`src/rtl/gpt_pkg.sv`:
```
package gpt_pkg;

   // channel window geometry (word addresses)
   localparam int OFF_W   = 4;
   localparam int CH_BLK0 = 1;   // channel c lives in block CH_BLK0 + c

   localparam logic [OFF_W-1:0] OFF_START  = 4'd0;
   localparam logic [OFF_W-1:0] OFF_STOP   = 4'd1;
   localparam logic [OFF_W-1:0] OFF_CLEAR  = 4'd2;
   localparam logic [OFF_W-1:0] OFF_MODE   = 4'd3;
   localparam logic [OFF_W-1:0] OFF_LIMIT  = 4'd4;
   localparam logic [OFF_W-1:0] OFF_IRQEN  = 4'd5;
   localparam logic [OFF_W-1:0] OFF_IRQACK = 4'd6;
   localparam logic [OFF_W-1:0] OFF_COUNT  = 4'd7;

   // decoded per-channel write actions for one cycle
   typedef struct packed {
      logic start;
      logic stop;
      logic clear;
      logic ack;
      logic wr_mode;
      logic wr_limit;
      logic wr_irqen;
   } ch_cmd_t;

endpackage

```
`src/rtl/gpt_regdec.sv`:
```
module gpt_regdec #(
   parameter int NUM_CH = 2,
   parameter int ADDR_W = 8
) (
   input  logic                               we,
   input  logic [ADDR_W-1:0]                  addr,
   input  logic                               wbit,
   output logic                               wr_clkreq,
   output gpt_pkg::ch_cmd_t [NUM_CH-1:0]      cmd
);
   import gpt_pkg::*;

   localparam int BLK_W = ADDR_W - OFF_W;

   logic [OFF_W-1:0] off;
   logic [BLK_W-1:0] blk;

   assign off       = addr[OFF_W-1:0];
   assign blk       = addr[ADDR_W-1:OFF_W];
   assign wr_clkreq = we && (addr == '0);

   for (genvar c = 0; c < NUM_CH; c++) begin : g_dec
      localparam logic [BLK_W-1:0] MY_BLK = BLK_W'(CH_BLK0 + c);
      logic sel;
      assign sel = we && (blk == MY_BLK);

      always_comb begin
         cmd[c]          = '0;
         cmd[c].start    = sel && (off == OFF_START)  && wbit;
         cmd[c].stop     = sel && (off == OFF_STOP)   && wbit;
         cmd[c].clear    = sel && (off == OFF_CLEAR)  && wbit;
         cmd[c].ack      = sel && (off == OFF_IRQACK) && wbit;
         cmd[c].wr_mode  = sel && (off == OFF_MODE);
         cmd[c].wr_limit = sel && (off == OFF_LIMIT);
         cmd[c].wr_irqen = sel && (off == OFF_IRQEN);
      end
   end

endmodule

```
`src/rtl/gpt_channel.sv`:
```
module gpt_channel #(
   parameter int CNT_W = 32
) (
   input  logic             clk,
   input  logic             rst_n,
   input  logic             tick_ok,
   input  gpt_pkg::ch_cmd_t cmd,
   input  logic [CNT_W-1:0] wval,
   output logic [CNT_W-1:0] count,
   output logic [CNT_W-1:0] limit_stage,
   output logic             mode_stage,
   output logic             irq_en,
   output logic             pend,
   output logic             running,
   output logic             oneshot_act,
   output logic             match,
   output logic             irq
);

   logic [CNT_W-1:0] limit_act;
   logic             advance;
   logic             any_ctl;

   assign any_ctl = cmd.start | cmd.stop | cmd.clear;
   assign advance = running && tick_ok && !any_ctl;
   assign match   = advance && (count == limit_act);
   assign irq     = pend && irq_en;

   // staging registers: software-visible, no effect on the live period
   always_ff @(posedge clk or negedge rst_n) begin
      if (!rst_n) begin
         limit_stage <= '1;
         mode_stage  <= 1'b0;
         irq_en      <= 1'b0;
      end else begin
         if (cmd.wr_limit) limit_stage <= wval;
         if (cmd.wr_mode)  mode_stage  <= wval[0];
         if (cmd.wr_irqen) irq_en      <= wval[0];
      end
   end

   // event flag: a match outranks an acknowledge
   always_ff @(posedge clk or negedge rst_n) begin
      if (!rst_n)         pend <= 1'b0;
      else if (match)     pend <= 1'b1;
      else if (cmd.ack)   pend <= 1'b0;
   end

   // counter, run state and active configuration
   always_ff @(posedge clk or negedge rst_n) begin
      if (!rst_n) begin
         count       <= '0;
         running     <= 1'b0;
         limit_act   <= '1;
         oneshot_act <= 1'b0;
      end else if (cmd.clear) begin
         count       <= '0;
         limit_act   <= limit_stage;
         oneshot_act <= mode_stage;
      end else if (cmd.start) begin
         running     <= 1'b1;
         limit_act   <= limit_stage;
         oneshot_act <= mode_stage;
      end else if (cmd.stop) begin
         running     <= 1'b0;
      end else if (advance) begin
         if (match) begin
            if (oneshot_act) running <= 1'b0;
            else             count   <= '0;
         end else begin
            count <= count + CNT_W'(1);
         end
      end
   end

endmodule

```
`src/rtl/gpt_rdmux.sv`:
```
module gpt_rdmux #(
   parameter int NUM_CH = 2,
   parameter int CNT_W  = 32,
   parameter int ADDR_W = 8,
   parameter int DATA_W = 32
) (
   input  logic [ADDR_W-1:0]             addr,
   input  logic                          clk_req,
   input  logic [NUM_CH-1:0][CNT_W-1:0]  count,
   input  logic [NUM_CH-1:0][CNT_W-1:0]  limit_stage,
   input  logic [NUM_CH-1:0]             mode_stage,
   input  logic [NUM_CH-1:0]             irq_en,
   output logic [DATA_W-1:0]             rdata
);
   import gpt_pkg::*;

   localparam int BLK_W = ADDR_W - OFF_W;

   logic [OFF_W-1:0] off;
   logic [BLK_W-1:0] blk;
   assign off = addr[OFF_W-1:0];
   assign blk = addr[ADDR_W-1:OFF_W];

   always_comb begin
      rdata = '0;
      if (addr == '0) rdata[0] = clk_req;
      for (int c = 0; c < NUM_CH; c++) begin
         if (blk == BLK_W'(CH_BLK0 + c)) begin
            case (off)
               OFF_MODE:  rdata[0]       = mode_stage[c];
               OFF_LIMIT: rdata[CNT_W-1:0] = limit_stage[c];
               OFF_IRQEN: rdata[0]       = irq_en[c];
               OFF_COUNT: rdata[CNT_W-1:0] = count[c];
               default:   rdata          = '0;
            endcase
         end
      end
   end

endmodule

```
`src/rtl/gpt_dual.sv`:
```
module gpt_dual #(
   parameter int NUM_CH = 2,
   parameter int CNT_W  = 32,
   parameter int ADDR_W = 8,
   parameter int DATA_W = 32
) (
   input  logic              clk,
   input  logic              rst_n,
   input  logic [ADDR_W-1:0] bus_addr,
   input  logic              bus_we,
   input  logic [DATA_W-1:0] bus_wdata,
   output logic [DATA_W-1:0] bus_rdata,
   output logic [NUM_CH-1:0] irq
);
   import gpt_pkg::*;

   // elaboration checks
   if (NUM_CH < 1) begin : g_bad_nch
      $error("gpt_dual: NUM_CH must be at least 1");
   end
   if (CNT_W > DATA_W || CNT_W < 2) begin : g_bad_cnt
      $error("gpt_dual: CNT_W must be in 2..DATA_W");
   end
   if ((NUM_CH + CH_BLK0) > (1 << (ADDR_W - OFF_W))) begin : g_bad_addr
      $error("gpt_dual: ADDR_W too small for NUM_CH windows");
   end

   ch_cmd_t [NUM_CH-1:0]            cmd;
   logic                            wr_clkreq;
   logic                            clk_req;
   logic [NUM_CH-1:0][CNT_W-1:0]    ch_count;
   logic [NUM_CH-1:0][CNT_W-1:0]    ch_limit;
   logic [NUM_CH-1:0]               ch_mode;
   logic [NUM_CH-1:0]               ch_ie;
   logic [NUM_CH-1:0]               ch_pend;
   logic [NUM_CH-1:0]               ch_run;
   logic [NUM_CH-1:0]               ch_oneshot;
   logic [NUM_CH-1:0]               ch_hit;

   gpt_regdec #(.NUM_CH(NUM_CH), .ADDR_W(ADDR_W)) u_dec (
      .we        (bus_we),
      .addr      (bus_addr),
      .wbit      (bus_wdata[0]),
      .wr_clkreq (wr_clkreq),
      .cmd       (cmd)
   );

   always_ff @(posedge clk or negedge rst_n) begin
      if (!rst_n)         clk_req <= 1'b0;
      else if (wr_clkreq) clk_req <= bus_wdata[0];
   end

   for (genvar c = 0; c < NUM_CH; c++) begin : g_ch
      gpt_channel #(.CNT_W(CNT_W)) u_ch (
         .clk         (clk),
         .rst_n       (rst_n),
         .tick_ok     (clk_req),
         .cmd         (cmd[c]),
         .wval        (bus_wdata[CNT_W-1:0]),
         .count       (ch_count[c]),
         .limit_stage (ch_limit[c]),
         .mode_stage  (ch_mode[c]),
         .irq_en      (ch_ie[c]),
         .pend        (ch_pend[c]),
         .running     (ch_run[c]),
         .oneshot_act (ch_oneshot[c]),
         .match       (ch_hit[c]),
         .irq         (irq[c])
      );
   end

   gpt_rdmux #(.NUM_CH(NUM_CH), .CNT_W(CNT_W), .ADDR_W(ADDR_W), .DATA_W(DATA_W)) u_rd (
      .addr        (bus_addr),
      .clk_req     (clk_req),
      .count       (ch_count),
      .limit_stage (ch_limit),
      .mode_stage  (ch_mode),
      .irq_en      (ch_ie),
      .rdata       (bus_rdata)
   );

endmodule

```
`config.mk`:
```
export PLATFORM = sky130hd
export DESIGN_NAME = gpt_dual
export DESIGN_NICKNAME = d
export VERILOG_FILES = /design/src/rtl/gpt_pkg.sv /design/src/rtl/gpt_regdec.sv /design/src/rtl/gpt_channel.sv /design/src/rtl/gpt_rdmux.sv /design/src/rtl/gpt_dual.sv
export SDC_FILE = /design/constraint.sdc
export NUM_CORES = 1
export LEC_CHECK = 0
export ABC_CLOCK_PERIOD_IN_PS = 2800
export CORE_ASPECT_RATIO = 1.5
export CORE_MARGIN = 10
export CORE_UTILIZATION = 35
export DETAILED_ROUTE_END_ITERATION = 10
export DONT_BUFFER_PORTS = 1
export GPL_TIMING_DRIVEN = 0
export PLACE_DENSITY = 0.53
export SYNTH_ARGS = -nofsm -noshare
export SYNTH_HDL_FRONTEND = slang
export SYNTH_SLANG_ARGS = --single-unit
export TNS_END_PERCENT = 20
```
`constraint.sdc`:
```
create_clock -name clk -period 2.8 [get_ports clk]
set_input_delay 0.42 -clock clk [delete_from_list [all_inputs] [get_ports clk]]
set_output_delay 0.42 -clock clk [all_outputs]
set_load 0.03 [all_outputs]
```
After elaboration in Yosys (flattened, before gate mapping). Cells that the tools add are included. Widths: inputs -> output; s select.

Input port bits: 43. Word-level logic and storage cells: 137. Register bits after elaboration: 203. Output and inout port bits: 34.

Bitwise logic cells: 6. Equality and inequality tests: 17. Add/sub/neg operators: 2. Mux-type cells: 41. Reductions and logical operators: 54.

Operators with widths (count): $mux 32 (18); $pmux 31 s3 (1); $add 32x1->32 const B (2); $eq 32x32->1 (2); $pmux 31 s2 (1); $logic_and 1x1->1 (33); $mux 1 (19); $reduce_bool 3->1 (6); $eq 4x3->1 const B (4); $reduce_and 4->1 (4); $eq 4x2->1 const B (3); $reduce_bool 2->1 (6); $eq 4x1->1 const B (2); $logic_not 8->1 (1); $ne 2x2->1 const B (4); $pmux 1 s4 (2); $ne 3x2->1 const B (2); $logic_not 4->1 (1); $or 1x1->1 (4); $logic_not 1->1 (2); $not 1->1 (2); $reduce_or 2->1 (1).

Longest topological paths before layout.
Depth in word-level cells: 14. Mapped depth: 11. Gate-level depth less buffers: 8.

Modules after synthesis. From an unflattened synthesis, not the netlist that was laid out.

Cell total of the unflattened synthesis: 1238. Area, all modules: 12717.2 µm².

Modules (own cells, without submodules): gpt_channel (instances 2, cells an instance 536, seq. area each 2607.5 µm², area each 5730.5 µm²); gpt_rdmux (instances 1, cells an instance 134, seq. area each 0.0 µm², area each 964.7 µm²); gpt_regdec (instances 1, cells an instance 30, seq. area each 0.0 µm², area each 251.5 µm²); gpt_dual (instances 1, cells an instance 2, seq. area each 25.0 µm², area each 40.0 µm²).

Worst setup path after synthesis. OpenSTA, ideal clock, no wires.

Kind: input to output. Start: input bus_addr[1]. End: output bus_rdata[10]. Arrival time: 2.130 ns. Path slack: 0.250 ns. Cell stages on the path: 6. Buffers on the path: 2. Required time: 2.380 ns. Cell sequence: clkbuf_1 > nand2_1 > nor2_1 > clkbuf_1 > a22oi_1 > o22ai_1.

Cells in the longest elaborated chain, start to end: 5. Elaborated cells on any way between the ends: 9. Classes of those cells: eq/ne (4); mux (4); reduce/logical (1).

RTL lines: from (decl) (RTL line gpt_dual.sv:9) `input logic [ADDR_W-1:0] bus_addr,`; $eq 4x3->1 (RTL line gpt_rdmux.sv:29) `case (off)`; $pmux 31 s2 (RTL line gpt_rdmux.sv:29); $mux 32 (RTL line gpt_rdmux.sv:28) `if (blk == BLK_W'(CH_BLK0 + c)) begin`; $pmux 31 s3 (RTL line gpt_rdmux.sv:29); $mux 32 * (RTL line gpt_rdmux.sv:28); to (decl) (RTL line gpt_dual.sv:12) `output logic [DATA_W-1:0] bus_rdata,`.

Mark *: on every way between the ends. The rest lies on a longest branch, timed or not.

Final worst setup path.
Start: register g_ch[1].u_ch.count[8]. End: register g_ch[1].u_ch.count[8].

Cells in the longest elaborated chain, start to end: 7. Elaborated cells on any way between the ends: 10. Classes of those cells: add/sub (1); eq/ne (2); mux (5); reduce/logical (2).

RTL lines: from (decl) (RTL line gpt_channel.sv:9) `output logic [CNT_W-1:0] count,`; from (signal assigned) (RTL line gpt_channel.sv:71) `count <= count + CNT_W'(1);`; branches (longest 7 deep; another with $add 32x1->32).

Parallel ways; which one is timed is not known. The select of a mux whose other input is x is not followed. A chain may end at the register's enable or synchronous reset.

==> flow_metrics.env <==
export IMPL_pin_count=77
export IMPL_multiInputGateArea_um2=5820
export IMPL_synthDistinctLibCells=62
export IMPL_syn_area_um2=10900
export IMPL_grt_max_degree=204
export IMPL_synth_nets=1025
export IMPL_worst_ep_arrival_time_ps=3150
export IMPL_clk_pin_slew_ps=60
export IMPL_yosys_area_top_type="dfstp_2"
export IMPL_cts_max_level=1
export IMPL_cts_root_buf="clkbuf_16"
export IMPL_vias=7971
export IMPL_cp_required_ps=3190
export IMPL_final_setup_viol_count=0
export IMPL_filler_cell_count=2929
export IMPL_nets=1052
export IMPL_antenna_found_initial=0
export IMPL_die_height_um=236
export IMPL_gp_congestion=0.921
export IMPL_yosys_top_cells_count="dfstp_2, mux2_2, dfrtp_1"
export IMPL_final_cells=1423
export IMPL_crit_path_end_kind="flip-flop"
export IMPL_synth_avg_cell_area_um2=11.1
export IMPL_hold_viol_final=203
export IMPL_die_area_um2=38600
export IMPL_syn2layout_area_growth_pct=17.1
export IMPL_hp_class="input port to asynchronous set/reset pin"
export IMPL_synth_top_area_share_pct=31.0
export IMPL_yosysMostFrequentCell="dfstp_2"
export IMPL_die_width_um=164
export IMPL_routed_wl_um=34200
export IMPL_drc_errors=0
export IMPL_finalClockSkew_ps=12.4
export IMPL_clk_latency_ps=510
export IMPL_fmax_mhz=363
export IMPL_grt_pass1_wl_um=50700
export IMPL_min_period_over_period_pct=98.3
export IMPL_portBuffers=0
export IMPL_drive_gt1_share_pct=40.6
export IMPL_synthFlopType="dfstp_2"
export IMPL_grt_pass1_vias=8057
export IMPL_regArea_um2=5240
export IMPL_cts_buffer_depth=3
export IMPL_postSynthCellCount=980
export IMPL_ys_warn_count=0
export IMPL_start_kind="flip-flop"
export IMPL_wire_per_inst_um=24.0
export IMPL_crit_slowest_cell="dfrtp_1"
export IMPL_dr_first_iter_drc_count=374
export IMPL_synth_edf_count=0
export IMPL_violations="hold timing"
export IMPL_slowest_delay_ps=470
export IMPL_cp_cell_sequence="xnor2_2 > nand4_1 > nor4_4 > a31o_2 > buf_2 > and2_1 > buf_2 > nor2_2 > a22o_1"
export IMPL_rows=78
export IMPL_grt_use_total_pct=17.3
export IMPL_outcome="finished with violations"
export IMPL_ys_seq_elements=203
export IMPL_slew_headroom_pct=19.8
export IMPL_worstSetupPathType="flip-flop to flip-flop"
export IMPL_dp_cells=1380
export IMPL_cts_sinks=203
export IMPL_powerDensity_nw_per_um2=483
export IMPL_min_period_ps=2750
export IMPL_crit_fanout=10
export IMPL_cts_tree="yes"
export IMPL_cts_buffers=21
export IMPL_rsz0062_at_grt="true"
export IMPL_power_leakage_nw=4.71
export IMPL_antenna_left=0
export IMPL_hpwl_um=26100
export IMPL_worstMarginPinSlew_ps=1200
export IMPL_core_um2=30400
export IMPL_yosysSeqAreaShare_pct=48.3
export IMPL_drv_slew=0
export IMPL_power_total_mw=6.14
export IMPL_peakVddDrop_v=0.000296
export IMPL_dr_pass1_iters=5
export IMPL_async_flop_share_pct=100
export IMPL_maxCapViolCount=0
export IMPL_ys_top_cells_by_area="dfstp_2, dfrtp_1, mux2_2, xnor2_1, a22oi_1"
export IMPL_initial_core_util_pct=35.7
export IMPL_via_per_inst=5.60
export IMPL_fin_hold_ws_ps=-374
export IMPL_cpMostUsedCell="buf_2"
export IMPL_grt_ovfl_total=0
-- worst max-delay path: cells and delay by family, from the launching register on --
| family | cells | cell delay [ps] |
|---|---|---|
| buffers and inverters | 2 | 460 |
| AOI/OAI and AO/OA | 2 | 440 |
| DFF | 1 | 470 |
| xor gates and xnor gates | 1 | 310 |
| and+or+nand+nor | 4 | 950 |
-- through the flow --
stage               utilization (%)  TNS, ps  instance area [um2]  setup slack (ps)  hold WS, ps
CTS                            41.0     -326                12500             -44.7         -407
global placement               37.3   -58420                11400              -776          139
floorplan                         -        0                10900               250          124
finish                         41.7        0                12700              47.0         -374
detailed placement             37.3   -60500                11400              -807          137
global route                   41.7     -363                12700              -129         -404
-- report_power, final --
part           switching, mW  internal, mW
clock                   1.21          1.66
sequential            0.0568          3.04
combinational          0.101        0.0820
-- sequential cells by signal, indices dropped and copies added (netlist names) --
name                   count
g_ch.u_ch.irq_en           2
g_ch.u_ch.limit_stage     64
g_ch.u_ch.pend             2
g_ch.u_ch.count           64
g_ch.u_ch.limit_act       64
g_ch.u_ch.running          2
clk_req                    1
g_ch.u_ch.mode_stage       2
g_ch.u_ch.oneshot_act      2
-- routing by layer --
| layer | up-vias | part of all wire, % | global-route usage (%) | wire length, um |
|---|---|---|---|---|
| met5 | - | 0 | 0 | 0 |
| met4 | 0 | 6.7 | 10.8 | 2300 |
| met3 | 66 | 4.0 | 2.71 | 1370 |
| met2 | 169 | 52 | 30.8 | 17900 |
| met1 | 4025 | 37 | 18.3 | 12600 |
| li1 | 3711 | - | - | - |
-- placed cells by master, fill, tap and decap left out, types with 8 or more instances in the layout --
master / n
a22oi_1: 69
buf_4: 8
clkbuf_2: 17
nand3_1: 28
mux2_4: 30
xnor2_2: 12
o22ai_2: 10
dfrtp_1: 74
o21ai_1: 22
o22ai_4: 21
clkbuf_16: 21
nor3_1: 12
o31ai_1: 23
nand2_1: 52
mux2_2: 105
buf_2: 19
nand4_1: 28
clkbuf_1: 26
o21ai_0: 22
and3_1: 18
xnor2_1: 59
nor2_1: 48
a21oi_1: 23
a31oi_1: 10
dfstp_2: 128
-- cell type report --
type                    instances  share of cell area, %
multi-input cells             695                   45.8
flip-flops and latches        203                   41.2
clock buffers                  33                   5.04
well taps                     400                   3.94
plain buffers                  75                   3.10
clock inverters                 4                  0.354
repair buffers                  4                  0.335
inverters                       7                  0.207
diodes                          2                 0.0394
-- path summary, 6_finish.rpt --
check	to	slack, ps	start	cells past startpoint
setup / recovery	g_ch[1].u_ch.count[8]$_DFFE_PN0P_	50	g_ch[1].u_ch.count[8]$_DFFE_PN0P_	9
hold / removal	g_ch[1].u_ch.count[8]$_DFFE_PN0P_	-370	rst_n	0
min in group clk	g_ch[1].u_ch.limit_stage[16]$_DFFE_PN1P_	60	bus_wdata[16]	1
max in group asynchronous	g_ch[0].u_ch.limit_act[25]$_DFFE_PN1P_	2810	rst_n	0
hold reg to reg	g_ch[0].u_ch.pend$_DFFE_PN0P_	500	g_ch[0].u_ch.pend$_DFFE_PN0P_	2
setup reg to reg	g_ch[1].u_ch.count[8]$_DFFE_PN0P_	50	g_ch[1].u_ch.count[8]$_DFFE_PN0P_	9
-- repair_timing --
item                                    CTS  global route
endpoints found under the hold margin   203           203
endpoints found under the setup margin   98            70
setup buffers                             2             2
resized for setup                        69            50
pin swaps                                 4             2
-- kinds of logic after synthesis --
kind of cell / Yosys count / synth area share [%]
compound gates: 244 / 15.4
buf+inv: 82 / 3.62
flops: 203 / 48.3
fa+ha+maj: 2 / 0.230
mux: 136 / 15.1
simple gates: 240 / 11.5
xor+xnor: 73 / 5.89
Note: power is estimated with default switching activity, not from simulation.
